[src/rtl/lockwd_pkg.sv]
// Package: shared register map, field positions and the mode record type.
// Assumes a 32-bit data path and a 2-bit register address.
package lockwd_pkg;

    localparam int CNT_W  = 12;
    localparam int DATA_W = 32;
    localparam int ADDR_W = 2;

    // Register addresses
    localparam logic [ADDR_W-1:0] A_CTRL = 2'd0;
    localparam logic [ADDR_W-1:0] A_MODE = 2'd1;
    localparam logic [ADDR_W-1:0] A_STAT = 2'd2;

    // Control register fields
    localparam int C_RESTART = 0;
    localparam int C_LOCK    = 1;
    localparam int C_KEY_LSB = 24;

    // Mode register fields
    localparam int M_RELOAD_LSB = 0;
    localparam int M_DELTA_LSB  = 12;
    localparam int M_RSTEN      = 28;
    localparam int M_DIS        = 29;

    // Status register fields
    localparam int S_UF  = 0;
    localparam int S_WE  = 1;
    localparam int S_REJ = 2;

    typedef struct packed {
        logic             dis;
        logic             rst_en;
        logic [CNT_W-1:0] delta;
        logic [CNT_W-1:0] reload;
    } mode_t;

    localparam mode_t MODE_RST = '{dis: 1'b0, rst_en: 1'b1,
                                   delta: '1, reload: '1};

endpackage

[src/rtl/lockwd_presc.sv]
// Prescaler: divides the slow-clock enable by DIV to make the count tick.
// Assumes slow_tick is a single-cycle pulse; clr restarts the division.
module lockwd_presc #(
    parameter int DIV = 128
) (
    input  logic clk,
    input  logic rst_n,
    input  logic slow_tick,
    input  logic clr,
    input  logic run,
    output logic cnt_tick
);
    localparam int PW = (DIV > 1) ? $clog2(DIV) : 1;
    localparam logic [PW-1:0] LAST = PW'(DIV - 1);

    logic [PW-1:0] pcnt_q;

    // Advance the divider on each slow pulse while running
    always_ff @(posedge clk) begin
        if (!rst_n) begin
            pcnt_q <= '0;
        end else if (clr) begin
            pcnt_q <= '0;
        end else if (slow_tick && run) begin
            pcnt_q <= (pcnt_q == LAST) ? '0 : pcnt_q + 1'b1;
        end
    end

    // Count tick on the slow pulse that completes a division
    always_comb begin
        cnt_tick = slow_tick && run && !clr && (pcnt_q == LAST);
    end
endmodule

[src/rtl/lockwd_regs.sv]
// Register block: decodes control, mode and status accesses, holds the
// lock and the post-restart hold-off. Assumes one access per cycle.
module lockwd_regs
    import lockwd_pkg::*;
#(
    parameter int         HOLD = 3,
    parameter logic [7:0] KEY  = 8'hA5
) (
    input  logic              clk,
    input  logic              rst_n,
    input  logic              wr_en,
    input  logic              rd_en,
    input  logic [ADDR_W-1:0] addr,
    input  logic [DATA_W-1:0] wdata,
    input  logic              slow_tick,
    input  logic              evt_uf,
    input  logic              evt_we,
    output mode_t             mode_q,
    output logic              restart_cmd,
    output logic              lock_q,
    output logic              hold_busy,
    output logic [DATA_W-1:0] rdata
);
    localparam int HW = $clog2(HOLD + 1);

    logic [HW-1:0] hold_q;
    logic          lock_cmd;
    logic          mode_wr;
    logic          st_uf_q, st_we_q, st_rej_q;
    logic          stat_rd;

    // Command decode
    always_comb begin
        restart_cmd = wr_en && (addr == A_CTRL) && wdata[C_RESTART]
                      && (wdata[C_KEY_LSB +: 8] == KEY);
        lock_cmd    = wr_en && (addr == A_CTRL) && wdata[C_LOCK];
        mode_wr     = wr_en && (addr == A_MODE);
        stat_rd     = rd_en && (addr == A_STAT);
        hold_busy   = (hold_q != '0);
    end

    // Lock flag: set by command, cleared only by reset
    always_ff @(posedge clk) begin
        if (!rst_n)        lock_q <= 1'b0;
        else if (lock_cmd) lock_q <= 1'b1;
    end

    // Hold-off counter: loads on restart, counts slow pulses down
    always_ff @(posedge clk) begin
        if (!rst_n)                      hold_q <= '0;
        else if (restart_cmd)            hold_q <= HW'(HOLD);
        else if (slow_tick && hold_busy) hold_q <= hold_q - 1'b1;
    end

    // Mode register: written when unlocked and out of hold-off
    always_ff @(posedge clk) begin
        if (!rst_n) begin
            mode_q <= MODE_RST;
        end else if (mode_wr && !lock_q && !hold_busy) begin
            mode_q.reload <= wdata[M_RELOAD_LSB +: CNT_W];
            mode_q.delta  <= wdata[M_DELTA_LSB +: CNT_W];
            mode_q.rst_en <= wdata[M_RSTEN];
            mode_q.dis    <= wdata[M_DIS];
        end
    end

    // Status bits: clear on read, a new event wins over the clear
    always_ff @(posedge clk) begin
        if (!rst_n) begin
            st_uf_q  <= 1'b0;
            st_we_q  <= 1'b0;
            st_rej_q <= 1'b0;
        end else begin
            if (stat_rd) begin
                st_uf_q  <= 1'b0;
                st_we_q  <= 1'b0;
                st_rej_q <= 1'b0;
            end
            if (evt_uf) st_uf_q <= 1'b1;
            if (evt_we) st_we_q <= 1'b1;
            if (mode_wr && !lock_q && hold_busy) st_rej_q <= 1'b1;
        end
    end

    // Read data register
    always_ff @(posedge clk) begin
        if (!rst_n) begin
            rdata <= '0;
        end else if (rd_en) begin
            rdata <= '0;
            if (addr == A_MODE) begin
                rdata[M_RELOAD_LSB +: CNT_W] <= mode_q.reload;
                rdata[M_DELTA_LSB +: CNT_W]  <= mode_q.delta;
                rdata[M_RSTEN]               <= mode_q.rst_en;
                rdata[M_DIS]                 <= mode_q.dis;
            end else if (addr == A_STAT) begin
                rdata[S_UF]  <= st_uf_q;
                rdata[S_WE]  <= st_we_q;
                rdata[S_REJ] <= st_rej_q;
            end
        end
    end
endmodule

[src/rtl/lockwd_count.sv]
// Down-counter: takes restarts, applies the reload on the next slow pulse,
// steps on count ticks and raises underflow and window-error pulses.
// Assumes restart_cmd and slow_tick are single-cycle pulses.
module lockwd_count #(
    parameter int CNT_W = 12
) (
    input  logic             clk,
    input  logic             rst_n,
    input  logic             slow_tick,
    input  logic             cnt_tick,
    input  logic             restart_cmd,
    input  logic [CNT_W-1:0] reload,
    input  logic [CNT_W-1:0] delta,
    input  logic             dis,
    output logic             load_w,
    output logic             run,
    output logic [CNT_W-1:0] cnt_q,
    output logic             evt_uf,
    output logic             evt_we
);
    logic pend_q;
    logic exp_q;

    // Reload point and run condition
    always_comb begin
        load_w = pend_q && slow_tick && !restart_cmd;
        run    = !dis && !pend_q && !exp_q;
    end

    // Counter, pending restart, expiry and event pulses
    always_ff @(posedge clk) begin
        if (!rst_n) begin
            cnt_q  <= '1;
            pend_q <= 1'b0;
            exp_q  <= 1'b0;
            evt_uf <= 1'b0;
            evt_we <= 1'b0;
        end else begin
            evt_uf <= 1'b0;
            evt_we <= 1'b0;
            if (restart_cmd) begin
                pend_q <= 1'b1;
                if (!pend_q && !exp_q && !dis && (cnt_q > delta))
                    evt_we <= 1'b1;
            end else if (load_w) begin
                cnt_q  <= reload;
                pend_q <= 1'b0;
                exp_q  <= 1'b0;
            end else if (cnt_tick) begin
                if (cnt_q == '0) begin
                    evt_uf <= 1'b1;
                    exp_q  <= 1'b1;
                end else begin
                    cnt_q <= cnt_q - 1'b1;
                end
            end
        end
    end
endmodule

[src/rtl/lockwd_top.sv]
// Top: lockable windowed watchdog. Wires register block, prescaler and
// down-counter; forms the reset request. Assumes slow_tick is synchronous
// to clk and one cycle wide.
module lockwd_top
    import lockwd_pkg::*;
#(
    parameter int         DIV  = 128,
    parameter int         HOLD = 3,
    parameter logic [7:0] KEY  = 8'hA5
) (
    input  logic              clk,
    input  logic              rst_n,
    input  logic              slow_tick,
    input  logic              wr_en,
    input  logic              rd_en,
    input  logic [ADDR_W-1:0] addr,
    input  logic [DATA_W-1:0] wdata,
    output logic [DATA_W-1:0] rdata,
    output logic              rst_req
);
    mode_t            mode_q;
    logic             restart_cmd;
    logic             lock_q;
    logic             hold_busy;
    logic             evt_uf, evt_we;
    logic             load_w, run, cnt_tick;
    logic [CNT_W-1:0] cnt_q;

    lockwd_regs #(.HOLD(HOLD), .KEY(KEY)) u_regs (
        .clk(clk), .rst_n(rst_n), .wr_en(wr_en), .rd_en(rd_en),
        .addr(addr), .wdata(wdata), .slow_tick(slow_tick),
        .evt_uf(evt_uf), .evt_we(evt_we), .mode_q(mode_q),
        .restart_cmd(restart_cmd), .lock_q(lock_q),
        .hold_busy(hold_busy), .rdata(rdata)
    );

    lockwd_presc #(.DIV(DIV)) u_presc (
        .clk(clk), .rst_n(rst_n), .slow_tick(slow_tick),
        .clr(load_w), .run(run), .cnt_tick(cnt_tick)
    );

    lockwd_count #(.CNT_W(CNT_W)) u_count (
        .clk(clk), .rst_n(rst_n), .slow_tick(slow_tick),
        .cnt_tick(cnt_tick), .restart_cmd(restart_cmd),
        .reload(mode_q.reload), .delta(mode_q.delta), .dis(mode_q.dis),
        .load_w(load_w), .run(run), .cnt_q(cnt_q),
        .evt_uf(evt_uf), .evt_we(evt_we)
    );

    // Reset request: an event gated by the enable bit
    always_comb begin
        rst_req = (evt_uf || evt_we) && mode_q.rst_en;
    end
endmodule

[config.mk]
export PLATFORM = sky130hd
export DESIGN_NAME = lockwd_top
export DESIGN_NICKNAME = d
export VERILOG_FILES = /design/src/rtl/lockwd_pkg.sv /design/src/rtl/lockwd_presc.sv /design/src/rtl/lockwd_regs.sv /design/src/rtl/lockwd_count.sv /design/src/rtl/lockwd_top.sv
export SDC_FILE = /design/constraint.sdc
export NUM_CORES = 1
export LEC_CHECK = 0
export BUFFER_PORTS_ARGS = -buffer_cell sky130_fd_sc_hd__buf_2
export CAP_MARGIN = 10
export CORE_MARGIN = 2
export CORE_UTILIZATION = 50
export DETAILED_ROUTE_END_ITERATION = 6
export GPL_TIMING_DRIVEN = 0
export PLACE_DENSITY = 0.84
export REMOVE_ABC_BUFFERS = 1
export SLEW_MARGIN = 20
export SYNTH_ARGS = -nofsm -noshare
export SYNTH_HDL_FRONTEND = slang
export SYNTH_HIERARCHICAL = 1
export SYNTH_SLANG_ARGS = --single-unit
[constraint.sdc]
create_clock -name clk -period 2.7 [get_ports clk]
set_input_delay 0.405 -clock clk [delete_from_list [all_inputs] [get_ports clk]]
set_output_delay 0.405 -clock clk [all_outputs]
set_load 0.03 [all_outputs]
==> run summary, run 1 <==
### Setup path
- **CP Launch Type** primary input
- **count of buffer and inverter cells on the critical path** 3
- **standard cell with the maximum stage delay on the critical path** sky130_fd_sc_hd__nor3_4
- **Top delay family on crit path** simple AND/OR/NAND/NOR gates
- **element type at the critical path end** flip-flop
- **CP arrival** 2760 ps
- **largest fanout on the critical path** 15
- **number of cells on the worst reg-to-reg path** 6
- **cell-by-cell listing of the critical path** buf_2 > nor3b_2 > nand4b_1 > clkinvlp_4 > nand3b_1 > inv_1 > nor3_4 > o31ai_4 > a21o_2 > a211o_1
- **slowest cell delay on critical path** 390 ps
- **depth of the critical timing path with buffers and inverters included** 10
- **critical setup path kind** primary input to flip-flop
- **critical path required time** 2940 ps

### Final layout
- **ant diodes** 0
- **proportion of layout cells with a drive suffix above 1** 20.56%
- **commonest cells after routing, fill and taps aside** sky130_fd_sc_hd__dfxtp_1, sky130_fd_sc_hd__buf_2, sky130_fd_sc_hd__nand3_1
- **most frequent standard cell in the layout excluding fill and tap cells** sky130_fd_sc_hd__dfxtp_1
- **area of the multi-input gates** 2277 um^2
- **sequential cell area** 1622 um^2
- **Syn-to-layout area delta** 11.46%
- **Util after Layout** 56.99%
- **final net count** 590
- **layout filler cell count** 767

### Timing
- **count of pins over their slew limit** 0
- **final count of hold timing violations** 0
- **minimum period implied by the final worst setup slack** 2516 ps
- **Highest Clock Rate** 397.5 MHz
- **transition time at the pin with the least slew margin** 1116 ps
- **Slew Limit Headroom** 25.59%
- **clk_skew** 9.090 ps
- **Total Negative Setup Slacks** 0 ps
- **Final setup viols** 0
- **period utilization** 93.18%
- **final setup slack of the worst path** 184.1 ps

### Routing
- **number of iterations in the first detailed-routing pass** 5
- **post-detailed-route DRC marker count** 0
- **count of nets left with antenna violations after detail routing** 0
- **Vias per Instance** 5.783
- **number of vias after detailed routing** 3730
- **Routed Wire Length** 9872 um
- **number of DRC markers in iteration 0** 245
- **routed length per instance** 15.31 um

### Power
- **worst vdd rail ir drop** 0.2879 mV
- **static power due to leakage** 0.001880 uW
- **Pwr per Cell Area** 545.1 nW/um^2

### Clocking
- **CTS buffer count** 9
- **clock edge transition at the registers on the reported setup and hold paths** 80 ps
- **largest buffer count on any clock path** 2
- **H-tree depth** 3
- **number of sinks handled by clock tree synthesis** 81
- **source-to-sink clock delay at the later pin of the worst-skew pair** 350 ps
- **root buf cell** sky130_fd_sc_hd__clkbuf_8
- **clock tree from TritonCTS** done

### Die
- **width of the die** 95.44 um
- **Std-Cell Rows** 33
- **starting density of the core** 51.13%
- **number of placed I/O pins** 72
- **die boundary height** 95.44 um
- **core region area** 8175 um^2
- **die area** 9108 um^2

### Job
- **Maximum Capacitance Violations** 0

### Placement
- **Placer Congestion** 0.8918
- **post-detail-place hpwl** 6490 um
- **Setup Slack @ Placement** -1393 ps
- **Port Buffers** 65

### Global routing
- **total routing resource utilization after global routing** 22.67%
- **first-pass GRT wire length** 16370 um
- **initial antenna violation count** 0
- **pin count of the biggest net entering global routing** 72
- **vias in the first global route** 3531
- **total congestion overflow** 0

### Synth
- **most used flip-flop cell after synthesis** sky130_fd_sc_hd__dfxtp_1
- **flops & latches, synth** 81
- **number of instances in the synthesized netlist** 487
- **count of warnings emitted by yosys** 6
- **Post-Synthesis Cell Area** 4180 um^2
- **EDFF count, synth** 0
- **sequential-to-total area share from yosys stat** 38.79%
- **synth unique cells** 67
- **average cell area after synthesis** 8.584 um^2
- **async set or reset register ratio after synthesis** 0%

### Run status
- **outcome** finished, final reports clean

### Hold path
- **Cells on Worst Hold Path** 3
- **Min-Delay Path Class** primary input to flip-flop

[per-layer routing]
layer  vias to the layer above  part of all wire (%)  track usage (%)
met5                         -                     0                0
met4                         0                   1.9            9.048
met3                        17                   4.9            3.004
met2                       124                    48            38.73
met1                      1747                    45            28.98
li1                       1842                     -                -
[what timing repair did]
item / CTS / global route
resized for setup: 3 / 1
hold buffers: 0 / 0
buffers inserted: 2 / 0
setup endpoints to repair: 18 / 11
[path summary, 6_finish.rpt]
path / start / to / slack (ps)
worst max-delay path: addr[1] / u_count/cnt_q[1]$_SDFFE_PN1P_ / 180
worst min-delay path: wdata[10] / u_regs/mode_q[10]$_SDFFE_PN1P_ / 280
worst max register to register: u_count/pend_q$_SDFFE_PN0P_ / u_count/cnt_q[1]$_SDFFE_PN1P_ / 290
worst min register to register: u_presc/pcnt_q[1]$_SDFFE_PP0P_ / u_presc/pcnt_q[1]$_SDFFE_PP0P_ / 490
[cells by family after synthesis]
family | Yosys count | share of synthesized area [%]
compound gates | 131 | 20.14
xor+xnor | 3 | 0.6287
fa+ha+maj | 16 | 4.789
buf+inv | 58 | 7.602
flops | 81 | 38.79
mux | 3 | 0.7483
other cells | 1 | 0.08971
simple gates | 194 | 27.21
[state kept, by name, indices dropped and copies added (netlist names)]
name,cells
u_regs/st_uf_q,1
u_count/evt_we,1
u_regs/rdata,26
u_count/pend_q,1
u_count/evt_uf,1
u_regs/st_we_q,1
u_regs/lock_q,1
u_count/cnt_q,12
u_count/exp_q,1
u_presc/pcnt_q,7
u_regs/st_rej_q,1
u_regs/mode_q,26
u_regs/hold_q,2
[cells in the mapped netlist, types with 4 or more instances]
cell	instances	area, um^2
sky130_fd_sc_hd__dfxtp_1	81	1622
sky130_fd_sc_hd__nand3_1	60	300.3
sky130_fd_sc_hd__nor2b_1	52	325.3
sky130_fd_sc_hd__a21oi_1	35	175.2
sky130_fd_sc_hd__o21ai_0	28	140.1
sky130_fd_sc_hd__inv_1	21	78.83
sky130_fd_sc_hd__nand2_1	17	63.81
sky130_fd_sc_hd__nor2_1	17	63.81
sky130_fd_sc_hd__ha_1	16	200.2
sky130_fd_sc_hd__clkbuf_1	15	56.30
sky130_fd_sc_hd__o21ai_1	10	50.05
sky130_fd_sc_hd__a21oi_2	9	78.83
sky130_fd_sc_hd__buf_4	9	67.56
sky130_fd_sc_hd__a31oi_1	7	43.79
sky130_fd_sc_hd__nor3_1	6	30.03
sky130_fd_sc_hd__a211oi_1	5	37.54
sky130_fd_sc_hd__a211o_2	4	40.04
sky130_fd_sc_hd__a32oi_1	4	35.03
sky130_fd_sc_hd__buf_2	4	20.02
sky130_fd_sc_hd__nand4_1	4	25.02
sky130_fd_sc_hd__nor3b_1	4	30.03
sky130_fd_sc_hd__nor4_1	4	25.02
[worst reg2reg max path, stage by stage, from the launching register on]
cell and delay (ps):
sky130_fd_sc_hd__dfxtp_1 370, sky130_fd_sc_hd__nor3_1 520, sky130_fd_sc_hd__nand4_1 300, sky130_fd_sc_hd__nor3_4 360, sky130_fd_sc_hd__o31ai_4 210, sky130_fd_sc_hd__a21o_2 260, sky130_fd_sc_hd__a211o_1 280
[power by group]
group	switching, uW	total [uW]	internal (uW)	leakage, uW
combinational	244	378	133	0.00112
clock	432	882	450	0.0000953
sequential	34.3	1280	1250	0.000660
[cell type report]
type	count	share of cell area (%)
multi-input combinational	353	48.87
inverter	23	1.933
clock buffer	11	3.034
clock inverter	5	1.182
sequential	81	34.80
tap	105	2.820
timing repair buffer	67	7.358
[per-stage QoR]
step                cells  total power (uW)  hold slack [ps]  instance area [um^2]
detailed placement    627              1682            479.1                  4424
CTS                   645              2556            270.1                  4651
finish                645              2540            284.5                  4659
global placement      627              1667            457.0                  4424
global route          645              2653            286.0                  4659
floorplan             457              1544            443.1                  3968
Note: power is estimated with default switching activity, not from simulation.
==> run 2, diff against run 1 <==
REMOVE_ABC_BUFFERS = default   (was 1)
==> run 2 against run 1 <==
Against the previous run: first-iteration DRC count is 27% higher; via count rose by 5.3%; clock power up 7.7%; largest cell class unchanged.
==> run summary, run 2 (synthesis gave the netlist of run 1 again) <==
### Run status
- **outcome** finished, final reports clean

### Timing
- **Total Negative Setup Slacks** 0 ps
- **Final setup viols** 0
- **clk_skew** 8.233 ps
- **period utilization** 95.24%
- **Highest Clock Rate** 388.9 MHz
- **final count of hold timing violations** 0
- **final setup slack of the worst path** 128.5 ps
- **count of pins over their slew limit** 0
- **minimum period implied by the final worst setup slack** 2572 ps
- **transition time at the pin with the least slew margin** 787.6 ps
- **Slew Limit Headroom** 47.01%

### Die
- **width of the die** 95.44 um
- **Std-Cell Rows** 33
- **die boundary height** 95.44 um
- **number of placed I/O pins** 72
- **die area** 9108 um^2
- **core region area** 8175 um^2
- **starting density of the core** 51.13%

### Routing
- **number of vias after detailed routing** 3928
- **post-detailed-route DRC marker count** 0
- **Routed Wire Length** 10800 um
- **Vias per Instance** 5.726
- **number of DRC markers in iteration 0** 312
- **number of iterations in the first detailed-routing pass** 5
- **count of nets left with antenna violations after detail routing** 0
- **routed length per instance** 15.74 um

### Final layout
- **Final Non-Filler Cells** 686
- **layout filler cell count** 682
- **area of the multi-input gates** 2280 um^2
- **final design area excluding fillers** 4959 um^2
- **sequential cell area** 1622 um^2
- **most frequent standard cell in the layout excluding fill and tap cells** sky130_fd_sc_hd__dfxtp_1
- **proportion of layout cells with a drive suffix above 1** 23.92%
- **ant diodes** 0
- **final net count** 631
- **Syn-to-layout area delta** 18.62%
- **commonest cells after routing, fill and taps aside** sky130_fd_sc_hd__dfxtp_1, sky130_fd_sc_hd__buf_2, sky130_fd_sc_hd__nand3_1
- **biggest registers after layout** u_regs/mode_q: 26 flops, u_regs/rdata: 26 flops, u_count/cnt_q: 12 flops

### Placement
- **Setup Slack @ Placement** -507.8 ps
- **post-detail-place hpwl** 7983 um
- **Cell Area, Placed** 4668 um^2
- **number of placed instances, taps included** 662
- **Placer Congestion** 0.9076
- **Port Buffers** 65

### Clocking
- **largest buffer count on any clock path** 2
- **Hold-fix buffers, CTS** 0
- **number of sinks handled by clock tree synthesis** 81
- **clock tree from TritonCTS** done
- **root buf cell** sky130_fd_sc_hd__clkbuf_8
- **CTS buffer count** 9
- **source-to-sink clock delay at the later pin of the worst-skew pair** 370 ps
- **H-tree depth** 3
- **clock edge transition at the registers on the reported setup and hold paths** 90 ps

### Global routing
- **first-pass GRT wire length** 16860 um
- **pin count of the biggest net entering global routing** 16
- **vias in the first global route** 3568
- **total routing resource utilization after global routing** 23.81%
- **initial antenna violation count** 0
- **total congestion overflow** 0

### Job
- **Maximum Capacitance Violations** 0

### Setup path
- **critical setup path kind** primary input to flip-flop
- **largest fanout on the critical path** 10
- **CP arrival** 2880 ps
- **CP Launch Type** primary input
- **critical path required time** 3010 ps
- **element type at the critical path end** flip-flop

### Power
- **Pwr per Cell Area** 535.5 nW/um^2
- **final total power** 2655 uW
- **worst vdd rail ir drop** 0.3726 mV
- **static power due to leakage** 0.002043 uW

### Hold path
- **Min-Delay Path Class** primary input to flip-flop

==> run 2: path summary, 6_finish.rpt <==
check	startpoint	to	cells past startpoint	slack, ps
max	addr[1]	u_count/cnt_q[0]$_SDFFE_PN1P_	11	130
min reg2reg	u_regs/st_rej_q$_SDFFE_PN0P_	u_regs/st_rej_q$_SDFFE_PN0P_	2	470
max reg2reg	u_count/pend_q$_SDFFE_PN0P_	u_count/cnt_q[0]$_SDFFE_PN1P_	6	210
min	wdata[20]	u_regs/mode_q[20]$_SDFFE_PN1P_	3	270
==> run 2: final cells by class <==
type | instances | area share (%)
Multi-Input combinational cell | 353 | 45.98
Sequential cell | 81 | 32.70
Timing Repair Buffer | 74 | 7.923
Buffer | 34 | 4.668
Clock buffer | 10 | 2.776
Tap cell | 105 | 2.650
Inverter | 23 | 1.817
Clock inverter | 6 | 1.489
==> run 2: metal layers <==
layer	up-vias	global-route usage (%)	routed length [um]
met5	-	0	0
met2	153	38.62	5080
met4	0	10.24	240
met1	1828	30.73	4829
li1	1924	-	-
met3	23	4.901	647
==> run 2: worst max-delay path: stages <==
cell,delay [ps]
sky130_fd_sc_hd__buf_2,140
sky130_fd_sc_hd__nor3b_1,260
sky130_fd_sc_hd__nand4b_1,170
sky130_fd_sc_hd__inv_1,90
sky130_fd_sc_hd__clkbuf_4,200
sky130_fd_sc_hd__nand3b_1,240
sky130_fd_sc_hd__clkinvlp_4,210
sky130_fd_sc_hd__nor3_4,310
sky130_fd_sc_hd__o31ai_4,200
sky130_fd_sc_hd__a2111oi_1,490
sky130_fd_sc_hd__a211o_1,150
==> run 2: through the flow <==
stage               util [%]  hold slack [ps]
floorplan                  -            443.2
global placement       57.10            460.3
detailed placement     57.10            461.8
CTS                    59.73            261.6
global route           60.65            270.2
finish                 60.65            266.0
==> run 2: where the power goes <==
group	switching, uW	leakage [uW]	internal (uW)
clock	487	0.000101	463
sequential	40.2	0.000660	1250
combinational	253	0.00128	165
==> run 2: repair_timing <==
item	in CTS	in global routing
buffers inserted	1	8
resized for setup	0	5
pin swaps	1	4
setup endpoints to repair	9	10
==> run 3, diff against run 2 <==
ABC_AREA = 1   (was default)
PLACE_DENSITY = 0.85   (was 0.84)
==> run 3 against run 2 <==
Against the previous run: final cell count increased by 9.8%; maximum frequency increased by 16%; global-route usage increased by 1.6 points; cell area decreased by 5.1%; synthesized area decreased by 3.7%; largest cell class unchanged.
==> run summary, run 3 <==
### Timing
- **transition time at the pin with the least slew margin** 534.5 ps
- **period utilization** 81.93%
- **final count of hold timing violations** 0
- **Highest Clock Rate** 452.0 MHz
- **clk_skew** 11.16 ps
- **Slew Limit Headroom** 64.36%
- **Final setup viols** 0
- **count of pins over their slew limit** 0
- **unrepaired setup endpoints after global routing** false
- **minimum period implied by the final worst setup slack** 2212 ps
- **Total Negative Setup Slacks** 0 ps
- **Fin Hold WS** 274.6 ps

### Final layout
- **Final Non-Filler Cells** 753
- **final net count** 701
- **commonest cells after routing, fill and taps aside** sky130_fd_sc_hd__nand2_1, sky130_fd_sc_hd__nand3_1, sky130_fd_sc_hd__dfxtp_1
- **ant diodes** 0
- **biggest registers after layout** u_regs/mode_q: 26 flops, u_regs/rdata: 26 flops, u_count/cnt_q: 12 flops
- **most frequent standard cell in the layout excluding fill and tap cells** sky130_fd_sc_hd__nand2_1
- **Syn-to-layout area delta** 16.91%
- **proportion of layout cells with a drive suffix above 1** 19.05%

### Setup path
- **critical path required time** 2960 ps
- **CP Launch Type** flip-flop
- **slowest cell delay on critical path** 350 ps
- **largest fanout on the critical path** 10
- **critical setup path kind** flip-flop to flip-flop
- **cell-by-cell listing of the critical path** nor3_1 > nand2_2 > nor2_1 > nand2_2 > nor2_1 > inv_1 > a21oi_2 > nand2_4 > buf_12 > a21oi_1 > nand2_1
- **CP arrival** 2470 ps
- **element type at the critical path end** flip-flop
- **standard cell with the maximum stage delay on the critical path** sky130_fd_sc_hd__dfxtp_1

### Power
- **final total power** 2662 uW
- **worst vdd rail ir drop** 0.3045 mV
- **Pwr per Cell Area** 565.7 nW/um^2
- **static power due to leakage** 0.002391 uW

### Routing
- **number of vias after detailed routing** 4082
- **post-detailed-route DRC marker count** 0
- **number of iterations in the first detailed-routing pass** 6
- **Vias per Instance** 5.421
- **Routed Wire Length** 10530 um
- **routed length per instance** 13.98 um
- **number of DRC markers in iteration 0** 370
- **count of nets left with antenna violations after detail routing** 0

### Synth
- **Post-Synthesis Cell Area** 4025 um^2
- **fraction of post-synthesis cell area in the top cell type by area** 40.29%
- **most frequently used cell type in the post-synthesis netlist** sky130_fd_sc_hd__nand2_1
- **most used flip-flop cell after synthesis** sky130_fd_sc_hd__dfxtp_1
- **EDFF count, synth** 0
- **count of warnings emitted by yosys** 6
- **number of instances in the synthesized netlist** 565
- **top post-synthesis cells by count** sky130_fd_sc_hd__nand2_1, sky130_fd_sc_hd__nand3_1, sky130_fd_sc_hd__dfxtp_1
- **Area contributors post-synth** sky130_fd_sc_hd__dfxtp_1, sky130_fd_sc_hd__nand2_1, sky130_fd_sc_hd__nand3_1
- **average cell area after synthesis** 7.124 um^2
- **area leader, netlist** sky130_fd_sc_hd__dfxtp_1
- **flops & latches, synth** 81
- **sequential-to-total area share from yosys stat** 40.29%
- **synth unique cells** 33
- **async set or reset register ratio after synthesis** 0%

### Clocking
- **Hold-fix buffers, CTS** 0
- **Post-CTS Setup Inserts** 0
- **source-to-sink clock delay at the later pin of the worst-skew pair** 360 ps
- **CTS buffer count** 9
- **H-tree depth** 3
- **number of sinks handled by clock tree synthesis** 81
- **largest buffer count on any clock path** 2
- **number of instances resized during post-cts repair** 0
- **root buf cell** sky130_fd_sc_hd__clkbuf_8
- **clock edge transition at the registers on the reported setup and hold paths** 90 ps
- **clock tree from TritonCTS** done

### Placement
- **number of placed instances, taps included** 737
- **post-detail-place hpwl** 7920 um
- **Port Buffers** 65
- **Placer Congestion** 0.8925

### Run status
- **outcome** finished, final reports clean

### Global routing
- **total routing resource utilization after global routing** 25.41%
- **vias in the first global route** 3794
- **pin count of the biggest net entering global routing** 17
- **initial antenna violation count** 0
- **total congestion overflow** 0
- **first-pass GRT wire length** 17620 um

### Die
- **die boundary height** 93.73 um
- **number of placed I/O pins** 72
- **Std-Cell Rows** 32
- **die area** 8784 um^2
- **core region area** 7767 um^2
- **starting density of the core** 51.82%
- **width of the die** 93.73 um

### Hold path
- **Min-Delay Path Class** primary input to flip-flop

### Job
- **Maximum Capacitance Violations** 0

[run 3: worst paths after layout]
check | from | endpoint | slack, ps | cells past startpoint
worst max-delay path | u_count/pend_q$_SDFFE_PN0P_ | u_count/cnt_q[10]$_SDFFE_PN1P_ | 490 | 11
worst min-delay path | wdata[18] | u_regs/mode_q[18]$_SDFFE_PN1P_ | 270 | 3
worst max register to register | u_count/pend_q$_SDFFE_PN0P_ | u_count/cnt_q[10]$_SDFFE_PN1P_ | 490 | 11
worst min register to register | u_presc/pcnt_q[6]$_SDFFE_PP0P_ | u_presc/pcnt_q[6]$_SDFFE_PP0P_ | 460 | 2
[run 3: per-stage QoR]
step | instance area [um^2] | setup WS (ps) | utilization [%]
finish | 4706 | 487.8 | 60.58
global route | 4706 | 312.5 | 60.58
CTS | 4706 | 535.5 | 60.58
detailed placement | 4497 | 158.5 | 57.89
global placement | 4497 | 249.0 | 57.89
floorplan | 4044 | 670.0 | -
[run 3: worst max-delay path, delay by kind of cell (launching register included)]
family | cells | cell delay [ps]
and+or+nand+nor | 7 | 1060
DFF | 1 | 350
buffers and inverters | 2 | 260
AOI/OAI and AO/OA | 2 | 450
[run 3: kinds of logic (layout without fill, tap and decap cells)]
logic type | count (synthesis) | after routing | share of synthesized area, %
flip-flops | 81 | 81 | 40.29
AO/OA/AOI/OAI | 81 | 81 | 10.29
AND/OR/NAND/NOR | 299 | 299 | 33.91
adder cells (fa/ha/maj) | 16 | 16 | 4.974
other | 1 | 6 | 0.09317
buffers and inverters | 84 | 165 | 9.792
XOR/XNOR | 3 | 3 | 0.6529
[run 3: layer usage]
layer | global-route usage [%] | share of wire [%]
met5 | 0 | 0
met4 | 10.27 | 2.2
met3 | 5.698 | 8.0
met2 | 41.43 | 47
met1 | 32.59 | 42
[run 3: cell type report]
class                   count  area, um^2
clock buffers               9       123.9
well taps                 102       127.6
plain buffers              30       191.4
inverters                  54       202.7
fillers                   700        3062
clock inverters             7       85.08
multi-input cells         405        2028
flip-flops and latches     81        1622
repair buffers             65       325.3
[run 3: power breakdown]
| part | internal, uW | leakage (uW) | switching [uW] | total, uW |
|---|---|---|---|---|
| clock | 446 | 0.000100 | 496 | 942 |
| combinational | 141 | 0.00163 | 282 | 423 |
| sequential | 1250 | 0.000663 | 43.6 | 1300 |
